### src/rtl/mmu_ctl_bank.sv
module mmu_ctl_bank #(
  parameter int DW      = 32,
  parameter int AW      = 4,
  parameter int INV_BIT = 2,
  parameter int ASID_W  = 8,
  parameter int ASST_W  = 4,
  parameter int CODE_W  = 11
) (
  input  logic          clk,
  input  logic          rst_n,
  input  logic          wr_en,
  input  logic          rd_en,
  input  logic [AW-1:0] addr,
  input  logic [DW-1:0] wdata,
  output logic [DW-1:0] rdata,
  output logic          rd_err,
  output logic          inv_pulse,
  output logic          flush_pulse
);
  localparam logic [AW-1:0] A_CTL  = AW'(0);
  localparam logic [AW-1:0] A_HI   = AW'(1);
  localparam logic [AW-1:0] A_LO   = AW'(2);
  localparam logic [AW-1:0] A_ASST = AW'(3);
  localparam logic [AW-1:0] A_BASE = AW'(4);
  localparam logic [AW-1:0] A_FALT = AW'(5);
  localparam logic [AW-1:0] A_TRAP = AW'(6);
  localparam logic [AW-1:0] A_EXC  = AW'(7);
  localparam logic [AW-1:0] A_INT  = AW'(8);
  localparam logic [DW-1:0] INV_M  = DW'(1) << INV_BIT;

  logic [DW-1:0]     ctl_q, hi_q, lo_q, base_q, falt_q;
  logic [ASST_W-1:0] asst_q;
  logic [CODE_W-1:0] trap_q, exc_q, int_q;
  logic              mapped;

  assign mapped = (addr <= A_INT);

  always_ff @(posedge clk or negedge rst_n) begin
    if (!rst_n) begin
      ctl_q       <= '0;
      hi_q        <= '0;
      lo_q        <= '0;
      asst_q      <= '0;
      base_q      <= '0;
      falt_q      <= '0;
      trap_q      <= '0;
      exc_q       <= '0;
      int_q       <= '0;
      inv_pulse   <= 1'b0;
      flush_pulse <= 1'b0;
    end else begin
      inv_pulse   <= wr_en && (addr == A_CTL) && wdata[INV_BIT];
      flush_pulse <= wr_en && (addr == A_HI) &&
                     (wdata[ASID_W-1:0] != hi_q[ASID_W-1:0]);
      if (wr_en) begin
        case (addr)
          A_CTL:   ctl_q  <= wdata & ~INV_M;
          A_HI:    hi_q   <= wdata;
          A_LO:    lo_q   <= wdata;
          A_ASST:  asst_q <= wdata[ASST_W-1:0];
          A_BASE:  base_q <= wdata;
          A_FALT:  falt_q <= wdata;
          A_TRAP:  trap_q <= wdata[CODE_W-1:0];
          A_EXC:   exc_q  <= wdata[CODE_W-1:0];
          A_INT:   int_q  <= wdata[CODE_W-1:0];
          default: ;
        endcase
      end
    end
  end

  always_comb begin
    rdata = '0;
    if (rd_en) begin
      case (addr)
        A_CTL:   rdata = ctl_q;
        A_HI:    rdata = hi_q;
        A_LO:    rdata = lo_q;
        A_ASST:  rdata = DW'(asst_q);
        A_BASE:  rdata = base_q;
        A_FALT:  rdata = falt_q;
        A_TRAP:  rdata = DW'(trap_q);
        A_EXC:   rdata = DW'(exc_q);
        A_INT:   rdata = DW'(int_q);
        default: rdata = '0;
      endcase
    end
  end

  assign rd_err = rd_en && !mapped;
endmodule

### config.mk
export PLATFORM = sky130hd
export DESIGN_NAME = mmu_ctl_bank
export DESIGN_NICKNAME = d
export VERILOG_FILES = /design/src/rtl/mmu_ctl_bank.sv
export SDC_FILE = /design/constraint.sdc
export NUM_CORES = 1
export LEC_CHECK = 0
export BUFFER_PORTS_ARGS = -buffer_cell sky130_fd_sc_hd__buf_4
export CORE_ASPECT_RATIO = 1.4
export CORE_MARGIN = 5
export CORE_UTILIZATION = 59
export DETAILED_ROUTE_END_ITERATION = 7
export PLACE_DENSITY = 0.78
export SETUP_SLACK_MARGIN = 0.02
export SLEW_MARGIN = 25
export SYNTH_ARGS = -nofsm -noshare
export SYNTH_HDL_FRONTEND = slang
export SYNTH_SLANG_ARGS = --single-unit
### constraint.sdc
create_clock -name clk -period 3.4 [get_ports clk]
set_clock_uncertainty 0.05 [all_clocks]
set_input_delay 0.17 -clock clk [delete_from_list [all_inputs] [get_ports clk]]
set_output_delay 0.17 -clock clk [all_outputs]
set_load 0.005 [all_outputs]
Word-level counts from Yosys, hierarchy flattened

Index checks and enable logic that the tools add are counted.
W data, S select, Z words.

Divide/modulo/power cells: 0
Multiplexer cells: 2
Shifts and indexed selects: 0
Order comparisons: 1
$add $sub $neg: 0
Equality and inequality tests: 9
Reduce and logical (&&, ||, !) cells: 16
Multipliers: 0
Bitwise operators: 0

Operator list:

| cell                 | number |
|---|---|
| $pmux W32 S9         | 1 |
| $mux W32             | 1 |
| $reduce_and A2 Y1    | 9 |
| $eq A4 B3 Y1 const B | 4 |
| $eq A4 B2 Y1 const B | 2 |
| $ne A8 B8 Y1         | 1 |
| $logic_and A1 B1 Y1  | 5 |
| $eq A4 B1 Y1 const B | 1 |
| $eq A4 B4 Y1 const B | 1 |
| $le A4 B4 Y1 const B | 1 |
| $logic_not A4 Y1     | 1 |
| $logic_not A1 Y1     | 1 |

Bits in latches: 0
ROM bits: 0
RAM bits: 0
Word-level logic and storage cells: 39
Bits in registers: 198
Output and inout bits: 35
Memories kept: 0

Logic depth before layout (Yosys ltp)

Gate-level depths: netlist of the first run.

Depth after elaboration: 3
Gate-level depth with buffers: 7
Mapped depth without buffers: 4

Least setup slack after synthesis of the first run

Ideal clock, no wire load.

Path kind: input-to-output
From: input port addr[2]
To: output port rdata[25]
Setup slack: 1,795 ps
Arrival: 1,385 ps
Required time: 3,180 ps
Stages: 5
Cells stage by stage: buf_4 clkbuf_1 mux2_2 a222oi_1 nor2_1

Longest elaborated chain between the ends: 3
Elaborated cells between the ends (all ways): 11

RTL lines:

| element                                    | RTL line | text |
|---|---|---|
| start: declaration                         | 13       | `input logic [AW-1:0] addr,` |
| $eq A4 B4 Y1, or another cell as far along | 75       | `case (addr)` |
| $pmux W32 S9 *                             | 75       |  |
| $mux W32 *                                 | 74       | `if (rd_en) begin` |
| end: declaration                           | 15       | `output logic [DW-1:0] rdata,` |

Mark *: on every way between the ends. The rest lies on a longest branch, timed or not.

Worst setup path in the final report of the first run

From: input port addr[0]
To: output port rdata[22]

Same word-level chain as after synthesis.

==> flow_metrics.env, run 1 <==
export IMPL_outcome="completed"
export IMPL_drtIter0Drc=383
export IMPL_vias=6323
export IMPL_drtAntennaViolNets=0
export IMPL_cts_resized=0
export IMPL_diodes=0
export IMPL_slew_viol_final=0
export IMPL_reg2reg_depth=3
export IMPL_worst_path_max_delay_cell="and2_1"
export IMPL_slew_headroom_pct=51.3
export IMPL_fin_total_pwr_w=0.00630
export IMPL_synth_seq_cells=198
export IMPL_rows=54
export IMPL_postCtsSetupBuffers=0
export IMPL_grt_setup_unrepaired="no"
export IMPL_yosysTopAreaCellShare_pct=53.8
export IMPL_cp_max_fo=28
export IMPL_crit_buf_inv=3
export IMPL_power_density_nw_per_um2=581
export IMPL_fin_crit_ns=2.42
export IMPL_grt_busiest_layer="met2"
export IMPL_p_sw_share_pct=25.9
export IMPL_path_delay_family="simple AND/OR/NAND/NOR gates"
export IMPL_wire_per_inst_um=23.5
export IMPL_timing_rr_end="flush_pulse"
export IMPL_gr_usage_met2_pct=47.2
export IMPL_totalWireLength_um=23300
export IMPL_ys_top_cells_by_area="dfrtp_1 (54%), mux2_2 (26%), mux2i_1 (2.8%), a22oi_1 (1.6%), buf_2 (1.6%)"
export IMPL_path_depth=7
export IMPL_crit_path_end="rdata[22]"
export IMPL_power_net_switching_w=0.00163
export IMPL_seqPwrFrac_pct=50.9
export IMPL_cts_root_buf="clkbuf_16"
export IMPL_globalplace_congestion=0.828
export IMPL_dpl_cell_area_um2=9980
export IMPL_num_io_pins=75
export IMPL_synth_seq_area_share_pct=53.8
export IMPL_crit_chain="buf_4 -> nor2b_1 -> buf_4 -> and2_1 -> a222oi_1 -> nor2_1 -> buf_4"
export IMPL_area_growth_pct=17.6
export IMPL_clock_latency_ns=0.44
export IMPL_fin_nets=824
export IMPL_final_util_pct=70.0
export IMPL_crit_type="primary input to primary output"
export IMPL_clk_path_buf_depth=2
export IMPL_cellLeakagePower_nw=4.75
export IMPL_grt_pass1_wl_um=37800
export IMPL_drive_gt1_share_pct=44.5
export IMPL_dr_pass1_iters=5
export IMPL_hold_viol_final=0
export IMPL_clk_pin_slew_worst_paths_ns=0.07
export IMPL_p_int_w=0.00467
export IMPL_route_detailed_drc=0
export IMPL_cp_required_ns=3.18
export IMPL_synth_nets=738
export IMPL_timing_rr_start="hi_q[0]"
export IMPL_synth_area_leader_cell="dfrtp_1"
export IMPL_setup_viol=0
export IMPL_syn_area_per_cell_um2=13.2
export IMPL_startpoint_type="primary input"
export IMPL_cap_violations=0
export IMPL_grt_pass1_vias=7057
export IMPL_die_height_um=158
export IMPL_antenna_found_initial=0
export IMPL_port_buffers=74
export IMPL_synth_cell_types=42
export IMPL_met3_usage_pct=4.63
export IMPL_hold_buffers=29
export IMPL_vias_per_cell=6.38
export IMPL_initial_utilization_pct=59.5
export IMPL_end_kind="primary output"
export IMPL_dieWidth_um=116
export IMPL_die_area_um2=18200
export IMPL_cts_tree="done"
export IMPL_dp_hpwl_um=15000
export IMPL_htreeDepth=4
export IMPL_tightest_slew_ns=0.730
export IMPL_max_freq_mhz=414
export IMPL_clkPwrFrac_pct=31.3
export IMPL_crit_start="addr[0]"
export IMPL_design_area_um2=10800
export IMPL_finalCritPeriodShare_pct=71.1
export IMPL_fin_setup_tns_ns=0
export IMPL_track_usage_pct=27.2
export IMPL_yosysWarnings=0
export IMPL_rrSetupSlack_ns=2.14
export IMPL_critPathMaxStageDelay_ns=0.62
export IMPL_ir_drop_v=0.000349
export IMPL_grt_max_degree=93
export IMPL_grt_overflow=0
export IMPL_core_area_um2=15500
export IMPL_pwr_share_comb_pct=17.8
export IMPL_use_met1_pct=32.6
export IMPL_cp_common_cell="buf_4"
export IMPL_cts_buffers=17
export IMPL_cp_arrival_ns=2.20
export IMPL_syn_area_um2=9210
export IMPL_clock_sinks=198
export IMPL_holdCritPathClass="primary input to register"
export IMPL_syn_inst=698
routing by layer:
metal	wire (um)	vias to the layer above	part of all wire [%]
met1	8890	3283	38
met4	932	0	4.0
met5	0	-	0
met2	12200	224	52
met3	1270	74	5.4
li1	-	2742	-
power groups by stage:
stage	logic (W)	registers [W]	clock network, W
after CTS	0.00113	0.00320	0.00199
after global placement	0.00103	0.00319	0
after global routing	0.00123	0.00326	0.00209
after detailed placement	0.00109	0.00324	0
final	0.00112	0.00321	0.00197
after floorplan	0.000798	0.00313	0
Yosys cell counts, drive strengths merged:
library cell	number
a211oi	2
clkbuf	24
a22oi	20
o22ai	1
or3b	1
nor4b	1
o32ai	3
nand2b	3
mux2i	26
a31oi	5
nand2	13
o2bb2ai	1
nor3	14
inv	2
o21ai	5
nand3	7
nand3b	5
o31a	1
nor4	5
dfrtp	198
and2	3
a221oi	8
mux2	217
or2	8
a22o	12
nor2b	3
nor3b	1
a21o	3
a32oi	1
xor2	8
a211o	1
o32a	2
nor4bb	1
a21oi	24
nor2	27
a222oi	9
buf	32
and3b	1
kinds of logic (layout without fill, tap and decap cells):
group	Yosys count	in the layout	synth area share, %
flops	198	198	53.8
simple gates	93	93	5.42
mux	243	243	29.4
xor+xnor	8	8	0.761
compound gates	98	98	7.78
buf+inv	58	155	2.89
per-stage QoR:
step | setup WS [ns] | hold slack [ns] | cells
floorplan | 1.80 | -0.176 | 698
global placement | 1.03 | 0.227 | 932
detailed placement | 1.02 | 0.244 | 932
CTS | 1.01 | 0.00219 | 991
global route | 0.884 | 0.0121 | 991
finish | 0.983 | 0.00590 | 991
registers in the layout, indices dropped and copies added, names as in the netlist:
signal	flops
lo_q	32
exc_q	11
ctl_q	31
flush_pulse	1
hi_q	32
falt_q	32
trap_q	11
int_q	11
base_q	32
asst_q	4
inv_pulse	1
cell usage in the layout (no fill, tap or decap), drive strengths merged, types with 14 or more instances in the layout:
cell type / count
nor2: 27
dfrtp: 198
mux2i: 26
nor3: 14
mux2: 217
clkbuf: 23
a21oi: 24
buf: 93
dlygate4sd3: 29
a22oi: 20
final cells by class:
cell class / instances / area [um2]
sequential: 198 / 4950
fill: 1071 / 4640
multi-input combinational: 442 / 4020
timing repair buffer: 123 / 1040
clock buffer: 22 / 464
tap: 196 / 245
clock inverter: 8 / 101
inverter: 2 / 7.51
how the worst min path moves through the flow:
| stage | endpoint | cells past startpoint | slack, ns | from |
|---|---|---|---|---|
| finish | base_q[7] | 2 | 0.006 | wdata[7] |
| global route | trap_q[7] | 2 | 0.01 | wdata[7] |
| CTS | base_q[7] | 2 | 0.002 | wdata[7] |
| detailed placement | base_q[1] | 1 | 0.24 | rst_n |
| global placement | trap_q[9] | 1 | 0.23 | rst_n |
| floorplan | asst_q[0] | 0 | -0.18 | rst_n |
Power figures use the tool's default switching activity.
==> run 2, diff against run 1 <==
--- a/config.mk
+++ b/config.mk
@@ -5,6 +5,7 @@
 export SDC_FILE = /design/constraint.sdc
 export NUM_CORES = 1
 export LEC_CHECK = 0
+export ABC_AREA = 1
 export BUFFER_PORTS_ARGS = -buffer_cell sky130_fd_sc_hd__buf_4
 export CORE_ASPECT_RATIO = 1.4
 export CORE_MARGIN = 5
==> constraint.sdc (replaced) <==
create_clock -name clk -period 2.4 [get_ports clk]
set_clock_uncertainty 0.05 [all_clocks]
set_input_delay 0.12 -clock clk [delete_from_list [all_inputs] [get_ports clk]]
set_output_delay 0.12 -clock clk [all_outputs]
set_load 0.005 [all_outputs]
==> run 2 against run 1 <==
Worst setup slack got worse by 0.36 ns. Worst hold slack improved by 0.0018 ns. Critical path depth increased by 3. Clock power increased by 47%. Area after synthesis decreased by 4.5%. First-iteration DRC count increased by 78%. Routed wire length decreased by 6.2%. Critical endpoint is now rdata[5]. Largest cell class unchanged. Largest power group unchanged.
==> flow_metrics.env, run 2 <==
export IMPL_outcome="completed"
export IMPL_end_kind="primary output"
export IMPL_cts_tree="done"
export IMPL_fin_nets=1208
export IMPL_drive_gt1_share_pct=12.5
export IMPL_pwr_share_comb_pct=13.6
export IMPL_hold_viol_final=0
export IMPL_p_int_w=0.00614
export IMPL_synth_seq_cells=198
export IMPL_synthArstFlopShare_pct=100
export IMPL_slew_viol_final=0
export IMPL_syn_area_um2=8800
export IMPL_num_io_pins=75
export IMPL_postCtsSetupBuffers=0
export IMPL_holdCritPathClass="primary input to register"
export IMPL_reg2reg_depth=4
export IMPL_synth_simple_gate_area_share_pct=25.6
export IMPL_grt_max_degree=64
export IMPL_crit_type="primary input to primary output"
export IMPL_synthMostInstantiatedCell="nand2_1"
export IMPL_final_util_pct=71.1
export IMPL_place_ws_ns=0.502
export IMPL_port_buffers=74
export IMPL_power_density_nw_per_um2=814
export IMPL_synth_mux_area_fraction_pct=0
export IMPL_syn_inst=1092
export IMPL_clkPwrFrac_pct=34.3
export IMPL_core_area_um2=14600
export IMPL_dieWidth_um=113
export IMPL_drtIter0Drc=682
export IMPL_setup_viol=0
export IMPL_slew_headroom_pct=52.8
export IMPL_track_usage_pct=26.4
export IMPL_max_freq_mhz=562
export IMPL_area_growth_pct=17.8
export IMPL_drtAntennaViolNets=0
export IMPL_grt_overflow=0
export IMPL_cts_buffers=17
export IMPL_vias=7502
export IMPL_fin_setup_tns_ns=0
export IMPL_seqPwrFrac_pct=52.1
export IMPL_route_detailed_drc=0
export IMPL_die_height_um=154
export IMPL_diodes=0
export IMPL_power_net_switching_w=0.00229
export IMPL_cp_max_fo=17
export IMPL_grt_pass1_wl_um=37100
export IMPL_globalplace_congestion=0.830
export IMPL_cp_arrival_ns=1.61
export IMPL_yosys_top_cells_count="nand2_1 (389), dfrtp_1 (198), o21ai_0 (101), o21ai_1 (98), nand3_1 (92)"
export IMPL_yosysWarnings=0
export IMPL_whs_ns=0.00768
export IMPL_tightest_slew_ns=0.706
export IMPL_dr_pass1_iters=5
export IMPL_synth_top_family_by_area="simple AND/OR/NAND/NOR gates"
export IMPL_die_area_um2=17500
export IMPL_synth_area_leader_cell="dfrtp_1"
export IMPL_yosysTopAreaCellShare_pct=56.3
export IMPL_synth_seq_area_share_pct=56.3
export IMPL_rows=52
export IMPL_finalCritPeriodShare_pct=74.1
export IMPL_cp_required_ns=2.23
export IMPL_synthAdderAreaFrac_pct=0
export IMPL_syn_area_per_cell_um2=8.06
export IMPL_initial_utilization_pct=60.4
export IMPL_synth_cell_types=20
export IMPL_clk_path_buf_depth=2
export IMPL_grt_setup_unrepaired="no"
export IMPL_clk_pin_slew_worst_paths_ns=0.08
export IMPL_setup_ws_ns=0.622
export IMPL_ys_top_cells_by_area="dfrtp_1 (56%), nand2_1 (17%), o21ai_0 (5.7%), o21ai_1 (5.6%), nand3_1 (5.2%)"
export IMPL_layout_common_cells="nand2_1 (385), dfrtp_1 (198), o21ai_0 (101)"
export IMPL_dominantRegCellSynth="dfrtp_1"
export IMPL_clock_sinks=198
export IMPL_htreeDepth=4
export IMPL_wire_per_inst_um=16.0
export IMPL_cellLeakagePower_nw=5.18
export IMPL_p_sw_share_pct=27.1
export IMPL_cap_violations=0
export IMPL_vias_per_cell=5.48
export IMPL_layout_commonest_cell="nand2_1"
export IMPL_dp_hpwl_um=13900
export IMPL_grt_pass1_vias=7495
export IMPL_synth_enable_flop_cells=0
export IMPL_antenna_found_initial=0
export IMPL_synth_xor_area_share_pct=0.597
export IMPL_hold_depth=5
export IMPL_startpoint_type="primary input"
export IMPL_ir_drop_v=0.000509
export IMPL_fin_crit_ns=1.78
export IMPL_synth_nets=1132
export IMPL_totalWireLength_um=21900
export IMPL_fin_total_pwr_w=0.00843
export IMPL_cts_root_buf="clkbuf_16"
export IMPL_clock_latency_ns=0.43
export IMPL_synth_compound_area_share_pct=11.9
run 2: cells by family after synthesis:
group           after synthesis
flops                       198
buf+inv                     116
simple gates                562
xor+xnor                      6
compound gates              210
run 2: final timing paths:
kind                                 start     endpoint  slack [ns]
worst max-delay path               addr[3]     rdata[5]        0.62
worst min-delay path              wdata[3]  flush_pulse       0.008
worst max register to register     hi_q[7]  flush_pulse        1.14
worst min register to register  base_q[12]   base_q[12]        0.44
max in group asynchronous            rst_n   base_q[11]        1.32
min in group asynchronous            rst_n    falt_q[7]        0.17
run 2: cell type report:
class	instances	area (um2)
well taps	189	236
inverters	54	203
clock buffers	20	467
fillers	1188	4210
repair buffers	119	992
flip-flops and latches	198	4950
clock inverters	12	140
multi-input cells	778	3370
run 2: per-stage QoR:
| step | instances | cell area [um2] |
|---|---|---|
| global placement | 1316 | 9530 |
| detailed placement | 1316 | 9530 |
| CTS | 1370 | 10400 |
| global route | 1370 | 10400 |
| floorplan | 1092 | 8800 |
| finish | 1370 | 10400 |
run 2: layer usage:
layer | GRT usage (%) | up-vias | wire length (um)
li1 | - | 3667 | -
met1 | 34.5 | 3581 | 8850
met2 | 44.9 | 213 | 11300
met3 | 4.14 | 41 | 1180
met4 | 9.39 | 0 | 523
met5 | 0 | - | 0
run 2: power groups by stage:
stage | Clock [W] | Sequential [W] | Combinational, W
after floorplan | 0 | 0.00434 | 0.000754
after detailed placement | 0 | 0.00444 | 0.00112
after global placement | 0 | 0.00441 | 0.00107
after CTS | 0.00293 | 0.00439 | 0.00117
final | 0.00289 | 0.00439 | 0.00115
after global routing | 0.00308 | 0.00447 | 0.00135
run 2: worst max-delay path, stage by stage:
cell,delay (ns)
buf_4,0.12
inv_2,0.07
nand2_1,0.13
nor2_2,0.31
buf_4,0.33
nand2_1,0.10
nand2_1,0.12
inv_1,0.05
a21oi_1,0.13
buf_4,0.13
run 2: repair_timing:
action                    4_1_cts  5_1_grt
resized for setup               0        0
hold endpoints to repair      129        0
hold buffers                   22        0
